--- config.mk ---
export PLATFORM = sky130hd
export DESIGN_NAME = mt_issue_sched
export DESIGN_NICKNAME = d
export VERILOG_FILES = /design/src/rtl/mt_sched_pkg.sv /design/src/rtl/mt_reg_part.sv /design/src/rtl/mt_rr_pick.sv /design/src/rtl/mt_ctx_slot.sv /design/src/rtl/mt_issue_sched.sv
export SDC_FILE = /design/constraint.sdc
export NUM_CORES = 1
export LEC_CHECK = 0
export CORE_MARGIN = 5
export CORE_UTILIZATION = 30
export CTS_CLUSTER_DIAMETER = 80
export DETAILED_ROUTE_END_ITERATION = 16
export DONT_BUFFER_PORTS = 1
export GPL_TIMING_DRIVEN = 0
export SYNTH_ARGS = -nofsm -noshare
export SYNTH_HDL_FRONTEND = slang
export SYNTH_HIERARCHICAL = 1
export SYNTH_SLANG_ARGS = --single-unit
--- constraint.sdc ---
create_clock -name clk -period 10.3 [get_ports clk]
set_input_delay 1.03 -clock clk [delete_from_list [all_inputs] [get_ports clk]]
set_output_delay 1.03 -clock clk [all_outputs]
set_load 0.05 [all_outputs]
--- src/rtl/mt_sched_pkg.sv ---
package mt_sched_pkg;
   typedef enum logic [1:0] {
      CTX_OFF   = 2'd0,
      CTX_READY = 2'd1,
      CTX_WAIT  = 2'd2,
      CTX_DONE  = 2'd3
   } ctx_state_e;
endpackage

--- src/rtl/mt_reg_part.sv ---
// Splits the register pool into equal per-context slices.
module mt_reg_part #(
   parameter int NUM_CTX   = 4,
   parameter int POOL_REGS = 16,
   parameter int NW        = 5,
   parameter int BW        = 4,
   parameter int CW        = 3
) (
   input  logic [NW-1:0]         need,
   output logic [NUM_CTX-1:0]    fits,
   output logic [CW-1:0]         count,
   output logic [NUM_CTX*BW-1:0] base
);
   localparam int PW = NW + $clog2(NUM_CTX) + 1;

   for (genvar i = 0; i < NUM_CTX; i++) begin : g_ctx
      logic [PW-1:0] lo;
      logic [PW-1:0] hi;
      assign lo      = PW'(i) * PW'(need);
      assign hi      = lo + PW'(need);
      assign fits[i] = (need != '0) && (hi <= PW'(POOL_REGS));
      assign base[i*BW +: BW] = fits[i] ? lo[BW-1:0] : '0;
   end

   always_comb begin
      count = '0;
      for (int i = 0; i < NUM_CTX; i++) count = count + CW'(fits[i]);
   end

   always_comb begin
      for (int i = 1; i < NUM_CTX; i++) begin
         AST_FITS_ORDERED: assert (!fits[i] || fits[i-1]);
      end
   end
endmodule

--- src/rtl/mt_rr_pick.sv ---
// Circular first-hit search starting at a given index.
module mt_rr_pick #(
   parameter int NUM_CTX = 4,
   parameter int TW      = 2
) (
   input  logic [NUM_CTX-1:0] req,
   input  logic [TW-1:0]      start,
   output logic               found,
   output logic [TW-1:0]      idx
);
   int j;

   always_comb begin
      found = 1'b0;
      idx   = start;
      j     = 0;
      for (int k = 0; k < NUM_CTX; k++) begin
         j = int'(start) + k;
         if (j >= NUM_CTX) j = j - NUM_CTX;
         if (!found && req[j]) begin
            found = 1'b1;
            idx   = TW'(j);
         end
      end
   end

   always_comb begin
      if (found) begin
         AST_PICK_HAS_REQ: assert (req[idx]);
      end
   end
endmodule

--- src/rtl/mt_ctx_slot.sv ---
// State and texture countdown of one thread context.
module mt_ctx_slot
   import mt_sched_pkg::*;
#(
   parameter int TEX_LAT = 50,
   parameter int LW      = 6
) (
   input  logic clk,
   input  logic rst_n,
   input  logic launch,
   input  logic enable,
   input  logic issue_here,
   input  logic is_tex,
   input  logic is_last,
   output logic elig,
   output logic fin
);
   ctx_state_e    st;
   logic [LW-1:0] cnt;

   always_ff @(posedge clk or negedge rst_n) begin
      if (!rst_n) begin
         st  <= CTX_OFF;
         cnt <= '0;
      end else if (launch) begin
         st  <= enable ? CTX_READY : CTX_OFF;
         cnt <= '0;
      end else begin
         unique case (st)
            CTX_READY: begin
               if (issue_here) begin
                  if (is_last) begin
                     st <= CTX_DONE;
                  end else if (is_tex) begin
                     st  <= CTX_WAIT;
                     cnt <= LW'(TEX_LAT - 2);
                  end
               end
            end
            CTX_WAIT: begin
               if (cnt == '0) st <= CTX_READY;
               else           cnt <= cnt - 1'b1;
            end
            default: ;
         endcase
      end
   end

   // a zero countdown is already eligible, so the wake-up costs no cycle
   assign elig = ((st == CTX_READY) && !issue_here) || ((st == CTX_WAIT) && (cnt == '0));
   assign fin  = (st == CTX_OFF) || (st == CTX_DONE);

   AST_NO_EARLY_WAKE: assert property (@(posedge clk) disable iff (!rst_n)
      (st == CTX_WAIT && cnt != '0) |-> !issue_here);
   AST_DONE_HOLDS: assert property (@(posedge clk) disable iff (!rst_n)
      (st == CTX_DONE && !launch) |=> (st == CTX_DONE));
   AST_OFF_SILENT: assert property (@(posedge clk) disable iff (!rst_n)
      (st == CTX_OFF) |-> !issue_here);
endmodule

--- src/rtl/mt_issue_sched.sv ---
module mt_issue_sched
   import mt_sched_pkg::*;
#(
   parameter int NUM_CTX   = 4,
   parameter int POOL_REGS = 16,
   parameter int TEX_LAT   = 50,
   parameter int IDLE_W    = 16,
   localparam int NW = $clog2(POOL_REGS) + 1,
   localparam int BW = $clog2(POOL_REGS),
   localparam int CW = $clog2(NUM_CTX + 1),
   localparam int TW = $clog2(NUM_CTX),
   localparam int LW = $clog2(TEX_LAT)
) (
   input  logic                  clk,
   input  logic                  rst_n,
   input  logic                  launch,
   input  logic [NW-1:0]         reg_need,
   input  logic [NUM_CTX-1:0]    nxt_tex,
   input  logic [NUM_CTX-1:0]    nxt_last,
   output logic                  issue_vld,
   output logic [TW-1:0]         issue_tid,
   output logic [CW-1:0]         ctx_count,
   output logic [NUM_CTX*BW-1:0] reg_base,
   output logic [IDLE_W-1:0]     idle_cnt,
   output logic                  all_done
);
   if (NUM_CTX < 2)   begin : g_bad_ctx  $error("NUM_CTX must be at least 2");   end
   if (TEX_LAT < 2)   begin : g_bad_lat  $error("TEX_LAT must be at least 2");   end
   if (POOL_REGS < 2) begin : g_bad_pool $error("POOL_REGS must be at least 2"); end

   logic [NW-1:0]      need_q;
   logic [NW-1:0]      need_sel;
   logic [NUM_CTX-1:0] fits;
   logic [NUM_CTX-1:0] elig;
   logic [NUM_CTX-1:0] fin;
   logic [NUM_CTX-1:0] issue_here;
   logic [TW-1:0]      rr_start;
   logic [TW-1:0]      pick;
   logic               found;
   logic               stop;

   assign need_sel = launch ? reg_need : need_q;

   mt_reg_part #(
      .NUM_CTX(NUM_CTX), .POOL_REGS(POOL_REGS), .NW(NW), .BW(BW), .CW(CW)
   ) u_part (
      .need(need_sel), .fits(fits), .count(ctx_count), .base(reg_base)
   );

   for (genvar i = 0; i < NUM_CTX; i++) begin : g_slot
      assign issue_here[i] = issue_vld && (issue_tid == TW'(i));
      mt_ctx_slot #(.TEX_LAT(TEX_LAT), .LW(LW)) u_slot (
         .clk(clk), .rst_n(rst_n), .launch(launch), .enable(fits[i]),
         .issue_here(issue_here[i]), .is_tex(nxt_tex[i]), .is_last(nxt_last[i]),
         .elig(elig[i]), .fin(fin[i])
      );
   end

   assign rr_start = (issue_tid == TW'(NUM_CTX - 1)) ? '0 : issue_tid + 1'b1;

   mt_rr_pick #(.NUM_CTX(NUM_CTX), .TW(TW)) u_pick (
      .req(elig), .start(rr_start), .found(found), .idx(pick)
   );

   assign stop     = issue_vld && (nxt_tex[issue_tid] || nxt_last[issue_tid]);
   assign all_done = &fin;

   always_ff @(posedge clk or negedge rst_n) begin
      if (!rst_n) begin
         issue_vld <= 1'b0;
         issue_tid <= '0;
         need_q    <= '0;
         idle_cnt  <= '0;
      end else if (launch) begin
         need_q    <= reg_need;
         issue_vld <= fits[0];
         issue_tid <= '0;
         idle_cnt  <= '0;
      end else begin
         if (!issue_vld || stop) begin
            issue_vld <= found;
            if (found) issue_tid <= pick;
         end
         if (!issue_vld && !all_done) idle_cnt <= idle_cnt + 1'b1;
      end
   end

   AST_TID_ACTIVE: assert property (@(posedge clk) disable iff (!rst_n)
      (issue_vld && !launch) |-> (CW'(issue_tid) < ctx_count));
   AST_STAY_ON_ARITH: assert property (@(posedge clk) disable iff (!rst_n)
      (issue_vld && !nxt_tex[issue_tid] && !nxt_last[issue_tid] && !launch)
      |=> (issue_vld && $stable(issue_tid)));
   AST_SWITCH_ON_TEX: assert property (@(posedge clk) disable iff (!rst_n)
      (issue_vld && nxt_tex[issue_tid] && !launch)
      |=> (!issue_vld || (issue_tid != $past(issue_tid))));
   AST_IDLE_TICK: assert property (@(posedge clk) disable iff (!rst_n)
      (!issue_vld && !all_done && !launch)
      |=> (idle_cnt == IDLE_W'($past(idle_cnt) + 1'b1)));
   AST_SILENT_WHEN_DONE: assert property (@(posedge clk) disable iff (!rst_n)
      (all_done && !launch) |=> !issue_vld);
endmodule

# Yosys cells after proc, flatten, opt, wreduce, memory -nomap -nowiden
# Cells that the tools add are included.
# word_totals
reg_bits,56
latchBits,0
ramBits,0
mem_bits_ro,0
elab_cells,243
memories,0
# op_classes
add_sub_neg,19
multipliers,1
div,0
order_cmp,13
n_eq_ne,39
shift,0
n_mux,92
bitwise,0
n_reduce_logical,67
# op_table
operator,count
"32-bit by 4-bit < comparator with 1-bit output, second input constant",4
32-bit 2-to-1 mux,4
6-bit 2-to-1 mux,20
"32-bit by 4-bit >= comparator with 1-bit output, second input constant",3
"32-bit by 4-bit subtractor with 32-bit output, second input constant",3
2-bit 2-to-1 mux,28
6-bit case mux with 2 select lines,4
"3-bit inequality test, second input constant",12
16-bit 2-to-1 mux,2
"8-bit by 5-bit less-or-equal comparator with 1-bit output, second input constant",3
6-bit logical NOT,4
"3-bit by 2-bit inequality test with 1-bit output, second input constant",8
"6-bit by 1-bit subtractor with 6-bit output, second input constant",4
1-bit logical AND,21
"2-bit == test, second input constant",10
1-bit 2-to-1 mux,20
4-bit AND reduction,5
5-bit AND reduction,4
"16-bit by 1-bit adder with 16-bit output, second input constant",1
"4-bit inequality test, second input constant",4
2-bit case mux with 2 select lines,4
1-bit binary-select mux with 2-bit select,6
4-bit 2-to-1 mux,3
3-bit nonzero test,4
other kinds (21),50

# Depth between registers and ports, before layout
# depth
word_depth,21
mapped_depth,16
depth_no_buf,15

# By module
# The synthesis kept the hierarchy.
# by_module_without_submodules
module,instances,cells_each,area_per_inst_um2
mt_ctx_slot,4,63,606.8
mt_issue_sched,1,128,1320.0
mt_reg_part,1,71,596.8
mt_rr_pick,1,16,96.3

# Worst setup path after synthesis
# Ideal clock, no wire load.
# synth_timing
path_kind,input port to output port
from,input port launch
to,output port ctx_count[1]
arrival_ns,4.834
required_time_ns,9.270
setup_slack_ns,4.436
cell_stages,15
n_path_buf,1
path_cell_list,clkbuf_1 > mux2_2 > inv_1 > ha_1 > a21o_1 > a21oi_1 > xor2_1 > ha_1 > a21oi_1 > o21ai_0 > mux2_4 > nor2b_1 > fa_1 > ha_1 > ha_1
# synth_between
elab_cells_between_ends,17
# synth_lines
element,line,source
"start, declared",mt_issue_sched.sv:16,"input logic launch,"
5-bit 2-to-1 mux *,--,
via need_sel[2],mt_issue_sched.sv:32,logic [NW-1:0] need_sel;
2-bit by 5-bit multiplier with 7-bit output,mt_reg_part.sv:19,assign lo = PW'(i) * PW'(need);
7-bit by 5-bit adder with 8-bit output,mt_reg_part.sv:20,assign hi = lo + PW'(need);
8-bit by 5-bit less-or-equal comparator with 1-bit output,mt_reg_part.sv:21,assign fits[i] = (need != '0) && (hi <= PW'(POOL_REGS));
1-bit logical AND *,mt_reg_part.sv:21,
via fits[3],mt_issue_sched.sv:33,logic [NUM_CTX-1:0] fits;
3-bit by 1-bit adder with 3-bit output *,mt_reg_part.sv:27,for (int i = 0; i < NUM_CTX; i++) count = count + CW'(fits[i]);
"end, declared",mt_issue_sched.sv:22,"output logic [CW-1:0] ctx_count,"
# The timed path passes the listed nets; every way through them passes the cells marked *.

# Worst setup path in the final report
# Same ends and word-level chain as after synthesis.

==> flow_summary.ini <==
[sta]
rsz0062_at_grt = no
fin_crit_sh = 0.642
fin_skew_ns = 0.00534
hold_viol_final = 0
slew_headroom = 0.0296
worst-slew-pin-transition_ns = 1.44
drv_slew = 0
setup_violations = 0
finalSetupTns_ns = 0
max_clock_freq_ghz = 0.151
layout_min_cycle_time_ns = 6.62

[worst_setup_path]
cp-end-kind = primary output
worstPathArrival_ns = 5.59
worstPathRequired_ns = 9.27
crit_fanout = 10
worst-setup-path-type = in -> out
cp-start-kind = primary input
r2r_slack_ns = 6.82

[logic_synthesis]
yosysUniqueCellTypes = 64
synth-main-ff-cell = dfrtp_1
yosysWarnings = 6
synth_edf_count = 0
netlist_instances = 467
ys_seq_area_frac = 0.316
ys_ff_latch = 56
synth.avg_cell_area_um2 = 9.51
async_flop_share = 1.00
synth_area_um2 = 4440

[cts]
ctsResizeCount = 0
clk_latency_ns = 0.30
h-tree-depth = 2
cts.sinks = 56
cts_setup_buffers = 0
hold_buffers = 0
clk_pin_slew_worst_paths_ns = 0.08
cts_tree = built
cts_made_buffers = 5
cts_root_buf = clkbuf_16
cts.path.max_buffers = 2

[place]
dp.final_hpwl_mm = 7.59
placed_area_um2 = 4700
gp_congestion = 0.858
io_buffers = 0

[drt]
drc = 0
ant_nets = 0
wl_per_cell_um = 14.9
viasPerCell = 5.11
vias = 3391
routed_wl_mm = 9.90
drt-pass1-iter-count = 4
drtIter0Drc = 156

[die]
rows = 44
die_y_um = 132
initial_core_util = 0.306
ioPinCount = 55
dieArea_um2 = 17300
dieWidth_um = 132
core_um2 = 14500

[finish]
antenna_cells = 0
fill_cells = 1507
stdcell_area_um2 = 4870
utilization = 0.335
drive_gt1_frac = 0.184
nets = 534
syn2layout_area_growth_pct = 9.66

[power]
leakagePower_uw = 0.00214
seqPwrFrac = 0.280
p_switching_uw = 656
switching_share = 0.477
power_density_nw_per_um2 = 282
pwr-share-clk = 0.147
p_int_uw = 718
power_frac_comb = 0.573
p_total_uw = 1370
irDropWorstVdd_mv = 0.165

[outcome]
status = finished, final reports clean

[min_path]
worstHoldPathType = in -> async

[job]
cap_violations = 0

[global_routing]
grt_pass1_wl_mm = 16.9
grt_max_degree = 57
grt_pass1_vias = 3400
overflow = 0
grt_antenna_before_repair = 0
grt_usage = 0.116
critical path, cell delays in order:
cell      delay (ns)
clkbuf_1        0.44
mux2_2          0.49
inv_1           0.14
ha_1            0.24
a21o_1          0.19
a21oi_1         0.17
xor2_1          0.38
ha_1            0.21
nand2_1         0.07
o21ai_0         0.24
o211ai_1        0.13
mux2_4          0.31
nor2b_1         0.26
fa_1            0.49
ha_1            0.20
ha_1            0.56
sequential cells by signal (all words and copies together), names as in the netlist:
signal and count:
g_slot.u_slot/cnt 24, idle_cnt 16, g_slot.u_slot/st 8, need_q 5, issue_tid 2, issue_vld 1
area by class of cell:
cell class	count	area, um2	share of cell area
inverter	32	120	0.0247
clock buffer	6	129	0.0265
multi-input combinational	371	2850	0.585
buffer	12	101	0.0208
sequential	56	1400	0.288
clock inverter	2	38.8	0.00797
tap	184	230	0.0473
power by group through the flow:
stage / logic [uW] / clock network [uW] / registers [uW]
global route: 879 / 217 / 397
detailed placement: 789 / 0 / 390
global placement: 760 / 0 / 386
floorplan: 661 / 0 / 371
CTS: 793 / 210 / 386
finish: 787 / 202 / 385
placed cells by master (no fill, tap or decap), types with 9 or more instances in the layout:
cell / instances
dfrtp_1: 56
nor2_1: 46
ha_1: 38
o21ai_0: 33
inv_1: 32
nand2_1: 29
a21oi_1: 24
nand3_1: 14
nand2b_1: 14
nor3_1: 10
xor2_1: 9
nor3_2: 9
final timing paths:
kind                                               from                 endpoint  depth (start not counted)
worst min-delay path                              rst_n   g_slot[2].u_slot/st[0]                          0
worst max-delay path                             launch             ctx_count[1]                         16
worst min register to register  g_slot[3].u_slot/cnt[0]  g_slot[3].u_slot/cnt[0]                          1
max in group asynchronous                         rst_n  g_slot[1].u_slot/cnt[5]                          0
worst max register to register                need_q[1]   g_slot[3].u_slot/st[0]                         15
min in group clk                g_slot[3].u_slot/cnt[0]  g_slot[3].u_slot/cnt[0]                          1
metrics by stage:
stage / hold slack (ns) / worst slack (ns) / instances
final: 0.411 / 3.68 / 663
after global placement: 0.512 / 3.83 / 655
after detailed placement: 0.514 / 3.73 / 655
after CTS: 0.405 / 3.69 / 663
after floorplan: 0.494 / 4.44 / 471
after global routing: 0.395 / 3.33 / 663
cell families after synthesis:
kind of cell,count (synthesis),share of synthesized area
simple gates,188,0.272
compound gates,108,0.176
flops,56,0.316
other cells,1,0.000844
xor+xnor,15,0.0313
fa+ha+maj,40,0.116
mux,15,0.0378
buf+inv,44,0.0499
layer usage:
| metal | track usage | wire, um |
|---|---|---|
| met4 | 0.0349 | 184 |
| met5 | 0 | 0 |
| met2 | 0.199 | 4900 |
| met1 | 0.144 | 4400 |
| met3 | 0.0271 | 418 |
synth_stat cells (5+ instances only):
library cell / n / area [um2]
buf_4: 5 / 37.5
inv_1: 32 / 120
o21ai_2: 8 / 70.1
nand2_1: 29 / 109
a21oi_1: 24 / 120
nand3_1: 14 / 70.1
ha_1: 38 / 475
xor2_1: 9 / 78.8
nand2b_1: 14 / 87.6
nor2_1: 46 / 173
o21ai_0: 33 / 165
o21bai_1: 5 / 37.5
nand4_1: 5 / 31.3
dfrtp_1: 56 / 1400
nor3_2: 8 / 80.1
xnor2_1: 5 / 43.8
mux2_2: 6 / 67.6
nor3_1: 11 / 55.1
and2_1: 6 / 37.5
buf_6: 5 / 56.3
Note: power is estimated with default switching activity, not from simulation.
